<file path="config.mk">
export PLATFORM = sky130hd
export DESIGN_NAME = crf_lut_unit
export DESIGN_NICKNAME = d
export VERILOG_FILES = /design/src/rtl/crf_lut_pkg.sv /design/src/rtl/crf_field_sel.sv /design/src/rtl/crf_lut_core.sv /design/src/rtl/crf_field_merge.sv /design/src/rtl/crf_lut_unit.sv
export SDC_FILE = /design/constraint.sdc
export NUM_CORES = 1
export LEC_CHECK = 0
export BUFFER_PORTS_ARGS = -buffer_cell sky130_fd_sc_hd__buf_2
export CELL_PAD_IN_SITES_DETAIL_PLACEMENT = 1
export CELL_PAD_IN_SITES_GLOBAL_PLACEMENT = 1
export CORE_MARGIN = 10
export CORE_UTILIZATION = 30
export CTS_BUF_LIST = sky130_fd_sc_hd__clkbuf_2 sky130_fd_sc_hd__clkbuf_4 sky130_fd_sc_hd__clkbuf_8
export DETAILED_ROUTE_END_ITERATION = 7
export GPL_TIMING_DRIVEN = 0
export PLACE_DENSITY = 0.58
export SLEW_MARGIN = 15
export SYNTH_ARGS = -nofsm -noshare
export SYNTH_HDL_FRONTEND = slang
export SYNTH_HIERARCHICAL = 1
export SYNTH_SLANG_ARGS = --single-unit
</file>
<file path="constraint.sdc">
create_clock -name clk -period 3.8 [get_ports clk]
set_clock_uncertainty 0.2 [all_clocks]
set_input_delay 0.76 -clock clk [delete_from_list [all_inputs] [get_ports clk]]
set_output_delay 0.76 -clock clk [all_outputs]
set_load 0.03 [all_outputs]
</file>
<file path="src/rtl/crf_lut_pkg.sv">
package crf_lut_pkg;

    typedef enum logic {
        LUT_TWO   = 1'b0,
        LUT_THREE = 1'b1
    } lut_kind_e;

    localparam int TWO_TBL_W   = 4;
    localparam int THREE_TBL_W = 8;

endpackage

</file>
<file path="src/rtl/crf_field_sel.sv">
module crf_field_sel #(
    parameter int NF = 8,
    parameter int FW = 4,
    localparam int CR_W  = NF * FW,
    localparam int IDX_W = $clog2(NF)
) (
    input  logic [CR_W-1:0]  cr,
    input  logic [IDX_W-1:0] sel,
    output logic [FW-1:0]    fld
);

    logic [FW-1:0] slots [NF];

    // field 0 sits at the top of the register
    for (genvar g = 0; g < NF; g++) begin : g_slot
        assign slots[g] = cr[CR_W-1-g*FW -: FW];
    end

    always_comb begin
        fld = slots[sel];
    end

endmodule

</file>
<file path="src/rtl/crf_lut_core.sv">
module crf_lut_core
    import crf_lut_pkg::*;
#(
    parameter int FW = 4
) (
    input  lut_kind_e              kind,
    input  logic [FW-1:0]          dst,
    input  logic [FW-1:0]          src,
    input  logic [FW-1:0]          tbl,
    input  logic [THREE_TBL_W-1:0] imm,
    output logic [FW-1:0]          res
);

    logic [TWO_TBL_W-1:0] two_tbl;
    assign two_tbl = tbl[TWO_TBL_W-1:0];

    for (genvar g = 0; g < FW; g++) begin : g_bit
        logic [1:0] idx_two;
        logic [2:0] idx_three;
        logic       out_two;
        logic       out_three;

        assign idx_two   = {dst[g], src[g]};
        assign idx_three = {dst[g], src[g], tbl[g]};
        assign out_two   = two_tbl[idx_two];
        assign out_three = imm[idx_three];
        assign res[g]    = (kind == LUT_THREE) ? out_three : out_two;
    end

endmodule

</file>
<file path="src/rtl/crf_field_merge.sv">
module crf_field_merge #(
    parameter int NF = 8,
    parameter int FW = 4,
    localparam int CR_W  = NF * FW,
    localparam int IDX_W = $clog2(NF)
) (
    input  logic [CR_W-1:0]  cr_old,
    input  logic [IDX_W-1:0] dst_sel,
    input  logic [FW-1:0]    res,
    input  logic [FW-1:0]    mask,
    output logic [CR_W-1:0]  cr_new
);

    for (genvar g = 0; g < NF; g++) begin : g_field
        logic          hit;
        logic [FW-1:0] old_f;
        logic [FW-1:0] mix_f;

        assign hit   = (dst_sel == IDX_W'(g));
        assign old_f = cr_old[CR_W-1-g*FW -: FW];
        assign mix_f = (old_f & ~mask) | (res & mask);
        assign cr_new[CR_W-1-g*FW -: FW] = hit ? mix_f : old_f;
    end

endmodule

</file>
<file path="src/rtl/crf_lut_unit.sv">
module crf_lut_unit
    import crf_lut_pkg::*;
#(
    parameter int NF = 8,
    parameter int FW = 4,
    localparam int CR_W  = NF * FW,
    localparam int IDX_W = $clog2(NF)
) (
    input  logic                   clk,
    input  logic                   rst,
    input  logic                   op_valid,
    input  logic                   op_kind,
    input  logic [IDX_W-1:0]       fld_dst,
    input  logic [IDX_W-1:0]       fld_src,
    input  logic [IDX_W-1:0]       fld_tbl,
    input  logic [FW-1:0]          op_mask,
    input  logic [THREE_TBL_W-1:0] op_imm,
    output logic [CR_W-1:0]        cr_out,
    output logic                   op_done
);

    typedef struct packed {
        logic [CR_W-1:0] cr;
        logic            done;
    } state_t;

    state_t st_d, st_q;

    logic [FW-1:0]   dst_f, src_f, tbl_f, res_f;
    logic [CR_W-1:0] cr_merged;
    lut_kind_e       kind;

    assign kind = lut_kind_e'(op_kind);

    // all operands come from the registered value, so aliasing sees pre-write data
    crf_field_sel #(.NF(NF), .FW(FW)) u_sel_dst (
        .cr(st_q.cr), .sel(fld_dst), .fld(dst_f)
    );
    crf_field_sel #(.NF(NF), .FW(FW)) u_sel_src (
        .cr(st_q.cr), .sel(fld_src), .fld(src_f)
    );
    crf_field_sel #(.NF(NF), .FW(FW)) u_sel_tbl (
        .cr(st_q.cr), .sel(fld_tbl), .fld(tbl_f)
    );

    crf_lut_core #(.FW(FW)) u_core (
        .kind(kind), .dst(dst_f), .src(src_f), .tbl(tbl_f),
        .imm(op_imm), .res(res_f)
    );

    crf_field_merge #(.NF(NF), .FW(FW)) u_merge (
        .cr_old(st_q.cr), .dst_sel(fld_dst), .res(res_f),
        .mask(op_mask), .cr_new(cr_merged)
    );

    always_comb begin
        st_d      = st_q;
        st_d.done = op_valid;
        if (op_valid) begin
            st_d.cr = cr_merged;
        end
    end

    always_ff @(posedge clk) begin
        if (rst) begin
            st_q <= '0;
        end else begin
            st_q <= st_d;
        end
    end

    assign cr_out  = st_q.cr;
    assign op_done = st_q.done;

endmodule

</file>
==> impl_metrics.toml, run 1 <==
[timing]
post-route-period-util_pct = 94.9
hold_viol = 0
tightestPinTransition_ns = 0.982
setup_viol = 0
drv_slew = 0
relSlewSlack_pct = 33.8
worst_hold_slack_ns = 0.375
rsz0062_at_grt = "no"
timing.fmax_mhz = 277
period_minus_slack_ns = 3.61

[drt]
wl_per_cell_um = 22.0
antenna_left = 0
wirelength_um = 9780
dr.pass1.iters = 4
drt_iter0_markers = 128
vias = 2397
drc = 0
via_per_inst = 5.39

[status]
status = "complete, no violations"

[floorplanning]
start_util_pct = 31.1
die_area_um2 = 15400
pin_count = 58
core_area_um2 = 10400
fp.dieH_um = 124
rows = 37
die_width_um = 124

[global_routing]
grt_use_total_pct = 12.9
antenna_found_initial = 0
grt_overflow = 0
grt_max_degree = 11
grt_pass1_wl_um = 15500
grt_pass1_vias = 2646

[worst_setup_path]
crit_path_start_kind = "primary input"
endpoint_kind = "register"
criticalPathCategory = "primary input to register"
r2r_slack_ns = 0.55
cp_max_fo = 8
reg2reg_depth = 9
arrival_ns = 3.63
r2r_end = "cr_out[3]$_SDFFE_PP0P_"
worstPathRequired_ns = 3.82
r2r_start = "cr_out[19]$_SDFFE_PP0P_"

[clocking]
clkTransAtPathRegs_ns = 0.07
cts_buffer_depth = 2
cts.sinks = 33
hold_buffers = 0
clkLatencyLatePin_ns = 0.28
tritoncts = "yes"
cts_buffers = 5
h-tree-depth = 2
cts_root_buf = "clkbuf_8"

[finish]
fin_cells = 445
finish.utilization_pct = 36.0
fin_nets = 334
drive_above_1_share_pct = 43.7
n_fill_cell = 1152
area_growth_pct = 15.9
diodes = 0

[place]
place.gp.congestion = 0.824
portBuffers = 51
dp_hpwl_um = 7620
dp_cells = 438

[pwr]
power.leakage_nw = 1.71
irDropWorstVdd_mv = 0.142
finalPower_mw = 0.805
powerDensity_nw_per_um2 = 214

[hold_path]
hold_start = "cr_out[5]$_SDFFE_PP0P_"
min_path_type = "register to register"
holdPathStages = 2
whs_endpoint = "cr_out[5]$_SDFFE_PP0P_"

[run]
cap_violations = 0

[logic_synthesis]
ys_seq_area_share_pct = 20.4
syn_avg_cell_area_um2 = 12.9
yosysTopAreaCell = "mux4_1"
ys_ff_latch = 33
yosys.cell_count.top_type = "mux2i_1"
ys_types = 26
syn-num-nets = 276
syn_area_um2 = 3240
synth_top_area_share_pct = 21.9
netlist_instances = 251
synth_edf_count = 0
ys_top_cells_by_count = "mux2i_1, dfxtp_1, nor2_1"
yosys_warnings = 6
synth_ff_type = "dfxtp_1"
synthArstFlopShare_pct = 0
synth_area_leaders = "mux4_1, dfxtp_1, mux2i_1"
-- sequential cells by signal, summed over array words and instances (netlist names) --
| register | flops |
|---|---|
| cr_out | 32 |
| op_done | 1 |
-- worst max path at each step --
stage | from | end | depth (start not counted)
5_1_grt | fld_tbl[2] | cr_out[15]$_SDFFE_PP0P_ | 10
2_1_floorplan | fld_tbl[0] | cr_out[1]$_SDFFE_PP0P_ | 8
3_3_place_gp | fld_tbl[2] | cr_out[3]$_SDFFE_PP0P_ | 10
4_1_cts | fld_tbl[2] | cr_out[3]$_SDFFE_PP0P_ | 10
6_report | fld_tbl[2] | cr_out[3]$_SDFFE_PP0P_ | 10
3_5_place_dp | fld_tbl[2] | cr_out[3]$_SDFFE_PP0P_ | 10
-- routing by layer --
metal  wire length (um)  global-route usage, %
met4                 70                   2.37
met1               4700                   17.4
met3                468                   2.35
met2               4540                   21.3
met5                  0                      0
-- timing repair --
item | 4_1_cts | 5_1_grt
resized for setup | 2 | 0
buffers inserted | 0 | 0
setup endpoints to repair | 15 | 0
-- kinds of logic (layout without fill, tap and decap cells) --
kind of cell / after synthesis / count (layout) / synth area share (%)
DFF: 33 / 33 / 20.4
and+or+nand+nor: 68 / 68 / 14.8
muxes: 121 / 121 / 56.2
buffers and inverters: 26 / 84 / 8.15
AOI/OAI and AO/OA: 3 / 3 / 0.463
-- through the flow --
| step | setup TNS (ns) | cell area (um^2) | setup slack (ns) |
|---|---|---|---|
| after floorplan | 0 | 3240 | 0.355 |
| after global placement | -4.28 | 3660 | -0.337 |
| after detailed placement | -5.93 | 3660 | -0.443 |
| after CTS | 0 | 3750 | 0.190 |
| after global routing | 0 | 3750 | 0.0125 |
| final | 0 | 3750 | 0.195 |
-- cell usage in the layout, fill, tap and decap left out, drive strengths merged --
cell type / instances
o21ai: 3
nand4: 4
mux2: 46
nor4bb: 2
dfxtp: 33
inv: 1
mux2i: 41
nand2: 3
nand4b: 12
buf: 71
nor2b: 1
nor2: 32
nor4b: 4
mux4: 34
clkbuf: 12
and4bb: 10
-- power breakdown --
group | switching (mW) | leakage, nW | internal, mW
Combinational | 0.0924 | 1.40 | 0.0817
Sequential | 0.00474 | 0.266 | 0.349
Clock | 0.126 | 0.0477 | 0.151
Total | 0.223 | 1.71 | 0.582
-- worst max-delay path, stage by stage --
cell and delay (ns):
clkbuf_1 0.38, mux4_1 0.38, mux2_2 0.29, clkbuf_8 0.16, mux2i_1 0.12, mux4_2 0.46, o21ai_1 0.63, mux2_2 0.28
mux2i_1 0.08, nor2_2 0.08
-- cell type report --
| cell class | instances | area (um^2) | share of cell area (%) |
|---|---|---|---|
| Sequential cell | 33 | 661 | 17.6 |
| Inverter | 1 | 3.75 | 0.100 |
| Multi-Input combinational cell | 192 | 2310 | 61.6 |
| Tap cell | 136 | 170 | 4.53 |
| Clock buffer | 7 | 90.1 | 2.40 |
| Timing Repair Buffer | 51 | 255 | 6.80 |
| Buffer | 25 | 260 | 6.93 |
Note: power is estimated with default switching activity, not from simulation.
==> inputs of run 2 (changes only) <==
--- a/config.mk
+++ b/config.mk
@@ -5,6 +5,7 @@
 export SDC_FILE = /design/constraint.sdc
 export NUM_CORES = 1
 export LEC_CHECK = 0
+export ABC_AREA = 1
 export BUFFER_PORTS_ARGS = -buffer_cell sky130_fd_sc_hd__buf_2
 export CELL_PAD_IN_SITES_DETAIL_PLACEMENT = 1
 export CELL_PAD_IN_SITES_GLOBAL_PLACEMENT = 1
@@ -13,8 +14,8 @@
 export CTS_BUF_LIST = sky130_fd_sc_hd__clkbuf_2 sky130_fd_sc_hd__clkbuf_4 sky130_fd_sc_hd__clkbuf_8
 export DETAILED_ROUTE_END_ITERATION = 7
 export GPL_TIMING_DRIVEN = 0
-export PLACE_DENSITY = 0.58
-export SLEW_MARGIN = 15
+export PLACE_DENSITY = 0.68
+export SLEW_MARGIN = 20
 export SYNTH_ARGS = -nofsm -noshare
 export SYNTH_HDL_FRONTEND = slang
 export SYNTH_HIERARCHICAL = 1
==> impl_metrics.toml, run 2 <==
[drt]
drt_iter0_markers = 305
vias = 4829
wirelength_um = 15400
wl_per_cell_um = 14.5
drc = 0
dr.pass1.iters = 4
antenna_left = 0
via_per_inst = 4.54

[worst_setup_path]
worstPathRequired_ns = 3.85
cp_max_fo = 10
cp_slowest_cell = "nand2_1"
crit_path_frequent_cell = "nand2_1"
arrival_ns = 3.07
crit_buf_inv = 7
crit_path_start_kind = "primary input"
crit_chain = "buf_2, buf_6, inv_4, buf_6, nand2_1, nand3_1, nand2_1, nand2_1, nand2_1, buf_2, nor2_1, a21oi_1, nand3_1, nand2_1, nand2_1, inv_1, nand2_1, nand2_1, nand2_1, nand2_1, inv_1, nand2_1, nand2_1, nor2_1"
endpoint_kind = "register"
slowest_delay_ns = 0.25
criticalPathCategory = "primary input to register"
cpLargestDelayFamily = "simple AND/OR/NAND/NOR gates"

[status]
status = "complete, no violations"

[logic_synthesis]
ys_seq_area_share_pct = 16.7
netlist_instances = 832
ys_top_cells_by_count = "nand2_1, inv_1, nand3_1"
ys_ff_latch = 33
synthAdderAreaFrac_pct = 0
synthXorXnorAreaFrac_pct = 0
synth_edf_count = 0
yosys_warnings = 6
synthArstFlopShare_pct = 0
synth_top_family_by_area = "simple AND/OR/NAND/NOR gates"
syn_area_um2 = 3970
yosysTopAreaCell = "nand2_1"
synth_area_leaders = "nand2_1, dfxtp_1, inv_1"
synth_ff_type = "dfxtp_1"
syn_avg_cell_area_um2 = 4.77
syn-num-nets = 857
synth_top_area_share_pct = 40.4
ys_types = 19
muxShareOfSynthArea_pct = 0
synth-compound-area-share_pct = 2.65
synth_simple_gate_area_share_pct = 58.5
yosys.cell_count.top_type = "nand2_1"

[clocking]
cts_root_buf = "clkbuf_8"
clkTransAtPathRegs_ns = 0.07
hold_buffers = 0
post_cts_resized = 0
cts_buffer_depth = 2
h-tree-depth = 2
cts.sinks = 33
cts_buffers = 5
cts_setup_buffers = 0
clkLatencyLatePin_ns = 0.31
tritoncts = "yes"

[floorplanning]
die_area_um2 = 18200
fp.dieH_um = 135
core_area_um2 = 12800
start_util_pct = 31.1
rows = 41
pin_count = 58
die_width_um = 135

[pwr]
finalPower_mw = 1.27
powerDensity_nw_per_um2 = 280
power.leakage_nw = 2.79
irDropWorstVdd_mv = 0.272

[global_routing]
antenna_found_initial = 0
grt_pass1_wl_um = 25400
grt_max_degree = 11
gr-usage-met1_pct = 22.8
grt_use_total_pct = 17.3
met2_usage_pct = 28.9
grt_pass1_vias = 4900
busiest_layer = "met2"
grt_overflow = 0
gr-usage-met3_pct = 2.93

[timing]
tns_ns = 0
period_minus_slack_ns = 3.02
tightestPinTransition_ns = 0.508
timing.fmax_mhz = 331
drv_slew = 0
relSlewSlack_pct = 66.1
setup_viol = 0
hold_viol = 0
post-route-period-util_pct = 79.5
rsz0062_at_grt = "no"

[finish]
final_cell_mix = "nand2_1, inv_1, nand3_1"
drive_above_1_share_pct = 15.2
area_growth_pct = 14.5
diodes = 0
fin_nets = 916
largest_reg_flops = 32
final_common_cell = "nand2_1"

[place]
dp_hpwl_um = 12200
place.gp.congestion = 0.877
portBuffers = 52

[hold_path]
min_path_type = "register to register"

[run]
cap_violations = 0
==> run 2: cell count changes after synthesis, moves of 37 or more <==
cell and change:
nand3_1 +79, nand2_1 +424, inv_2 +37, inv_1 +125, nor2_1 +38, mux2i_1 -41
==> run 2: kinds of logic after synthesis <==
group                  count (synthesis)
flip-flops                            33
buffers and inverters                196
AND/OR/NAND/NOR                      583
AO/OA/AOI/OAI                         20
==> run 2: path summary, 6_finish.rpt <==
| check | from | cells past startpoint | slack [ns] | endpoint |
|---|---|---|---|---|
| worst max-delay path | fld_dst[0] | 24 | 0.78 | cr_out[13]$_SDFFE_PP0P_ |
| worst min-delay path | cr_out[24]$_SDFFE_PP0P_ | 2 | 0.36 | cr_out[24]$_SDFFE_PP0P_ |
| worst max register to register | cr_out[20]$_SDFFE_PP0P_ | 20 | 1.00 | cr_out[4]$_SDFFE_PP0P_ |
| worst min register to register | cr_out[24]$_SDFFE_PP0P_ | 2 | 0.36 | cr_out[24]$_SDFFE_PP0P_ |
==> run 2: worst min-delay path, cell delays in order (launching register included) <==
cell and delay (ns):
dfxtp_1 0.37, nor2_1 0.11, nor2_1 0.05
==> run 2: final cells by class <==
cell class / count / area (um^2)
plain buffers: 26 / 220
flip-flops and latches: 33 / 661
multi-input cells: 603 / 2430
well taps: 172 / 215
repair buffers: 52 / 260
fillers: 1873 / 8230
inverters: 170 / 659
clock buffers: 7 / 96.3
clock inverters: 1 / 5.00
==> run 2: layer usage <==
metal | up-vias | share of wire, % | wire, um
li1 | 2530 | - | -
met4 | 0 | 0.68 | 105
met1 | 2223 | 48 | 7440
met2 | 69 | 47 | 7240
met3 | 7 | 4.1 | 631
met5 | - | 0 | 0
==> run 2: where the power goes <==
group | internal, mW | switching, mW
Combinational | 0.178 | 0.359
Clock | 0.164 | 0.147
Sequential | 0.369 | 0.0543
==> run 2: per-stage QoR <==
| step | cell area [um^2] | util, % | worst slack [ns] | instances | hold WS (ns) |
|---|---|---|---|---|---|
| 4_1_cts | 4540 | 35.6 | 0.732 | 1064 | 0.369 |
| 2_1_floorplan | 3970 | - | 1.21 | 832 | 0.446 |
| 3_3_place_gp | 4440 | 34.8 | 0.473 | 1056 | 0.347 |
| 5_1_grt | 4540 | 35.6 | 0.493 | 1064 | 0.384 |
| 6_report | 4540 | 35.6 | 0.777 | 1064 | 0.363 |
| 3_5_place_dp | 4440 | 34.8 | 0.402 | 1056 | 0.357 |
==> inputs of run 3 (changes only) <==
==> constraint.sdc (replaced) <==
create_clock -name clk -period 3 [get_ports clk]
set_clock_uncertainty 0.2 [all_clocks]
set_input_delay 0.6 -clock clk [delete_from_list [all_inputs] [get_ports clk]]
set_output_delay 0.6 -clock clk [all_outputs]
set_load 0.03 [all_outputs]
==> impl_metrics.toml, run 3 (synthesis gave the netlist of run 2 again) <==
[global_routing]
grt_pass1_vias = 4900
grt_max_degree = 11
grt_use_total_pct = 17.3
antenna_found_initial = 0
grt_pass1_wl_um = 25400
grt_overflow = 0

[worst_setup_path]
cp_max_fo = 10
slowest_delay_ns = 0.20
worstPathRequired_ns = 3.05
cp_slowest_cell = "buf_2"
crit_path_frequent_cell = "nand2_1"
crit_path_start_kind = "primary input"
endpoint_kind = "register"
arrival_ns = 2.79
crit_chain = "buf_2, buf_6, inv_4, buf_6, nand2_1, nand3_1, nand2_1, nand2_1, nand2_1, buf_2, nor2_1, a21oi_1, nand3_1, nand2_1, nand2_1, inv_1, nand2_2, nand2_1, nand2_1, nand2_1, inv_1, nand2_1, nand2_1, nor2_1"
r2r_slack_ns = 0.40
criticalPathCategory = "primary input to register"

[timing]
timing.fmax_mhz = 364
hold_viol = 0
setup_viol = 0
drv_slew = 0
worst_hold_slack_ns = 0.252
period_minus_slack_ns = 2.75
post-route-period-util_pct = 91.5
relSlewSlack_pct = 71.9
tns_ns = 0
tightestPinTransition_ns = 0.421

[drt]
antenna_left = 0
wirelength_um = 15400
via_per_inst = 4.52
dr.pass1.iters = 4
drt_iter0_markers = 261
wl_per_cell_um = 14.5
drc = 0
vias = 4813

[clocking]
cts_setup_buffers = 0
cts_buffers = 5
clkLatencyLatePin_ns = 0.31
cts_buffer_depth = 2
cts.sinks = 33
cts_root_buf = "clkbuf_8"
clkTransAtPathRegs_ns = 0.07
tritoncts = "yes"
h-tree-depth = 2

[finish]
final_area_um2 = 4550
final_common_cell = "nand2_1"
area_growth_pct = 14.8
fin_cells = 1064
largest_reg_flops = 32
fin_nets = 916
final_cell_mix = "nand2_1, inv_1, nand3_1"
drive_above_1_share_pct = 15.7
diodes = 0

[status]
status = "complete, no violations"

[place]
place.gp.congestion = 0.877
portBuffers = 52
dp_hpwl_um = 12200
placed_cell_area_um2 = 4440
dp_cells = 1056

[floorplanning]
start_util_pct = 31.1
fp.dieH_um = 135
rows = 41
die_area_um2 = 18200
pin_count = 58
core_area_um2 = 12800
die_width_um = 135

[hold_path]
min_path_type = "primary input to register"

[pwr]
irDropWorstVdd_mv = 0.343
powerDensity_nw_per_um2 = 354
power.leakage_nw = 2.79

[run]
cap_violations = 0
run 3: layer usage:
layer  vias to the layer above  GRT usage, %  wire length [um]
met5                         -             0                 0
met4                         0          3.53               105
met3                         7          2.93               674
met2                        69          28.9              7260
met1                      2208          22.8              7380
li1                       2529             -                 -
run 3: power by group:
part,total [mW],leakage (nW),switching (mW),internal [mW]
Combinational,0.684,2.47,0.457,0.227
Clock,0.394,0.0542,0.186,0.208
Sequential,0.537,0.273,0.0690,0.468
run 3: through the flow:
| stage | utilization [%] | power (mW) | setup slack (ns) |
|---|---|---|---|
| final | 35.6 | 1.61 | 0.255 |
| after global routing | 35.6 | 1.76 | -0.0182 |
| after CTS | 35.6 | 1.64 | 0.0924 |
| after detailed placement | 34.8 | 1.23 | -0.238 |
| after global placement | 34.8 | 1.22 | -0.167 |
| after floorplan | - | 1.02 | 0.567 |
run 3: final cells by class:
type / instances / area, um^2
Fill cell: 1873 / 8220
Buffer: 26 / 220
Tap cell: 172 / 215
Inverter: 170 / 659
Clock inverter: 1 / 5.00
Multi-Input combinational cell: 603 / 2440
Timing Repair Buffer: 52 / 260
Clock buffer: 7 / 96.3
Sequential cell: 33 / 661
run 3: final timing paths:
check | startpoint | endpoint | depth (start not counted)
min | rst | op_done$_SDFF_PP0_ | 2
min reg2reg | cr_out[24]$_SDFFE_PP0P_ | cr_out[24]$_SDFFE_PP0P_ | 2
max reg2reg | cr_out[20]$_SDFFE_PP0P_ | cr_out[8]$_SDFFE_PP0P_ | 20
max | fld_dst[0] | cr_out[13]$_SDFFE_PP0P_ | 24
run 3: timing repair:
action / in CTS / in global routing
hold endpoints to repair: 0 / 0
gates resized for setup: 0 / 4
setup endpoints to repair: 0 / 25
hold buffers: 0 / 0
run 3: worst max-delay path: cells and delay by family:
| kind | cells | cell delay (ns) |
|---|---|---|
| and+or+nand+nor | 16 | 1.18 |
| AOI/OAI and AO/OA | 1 | 0.14 |
| buffers and inverters | 7 | 0.84 |
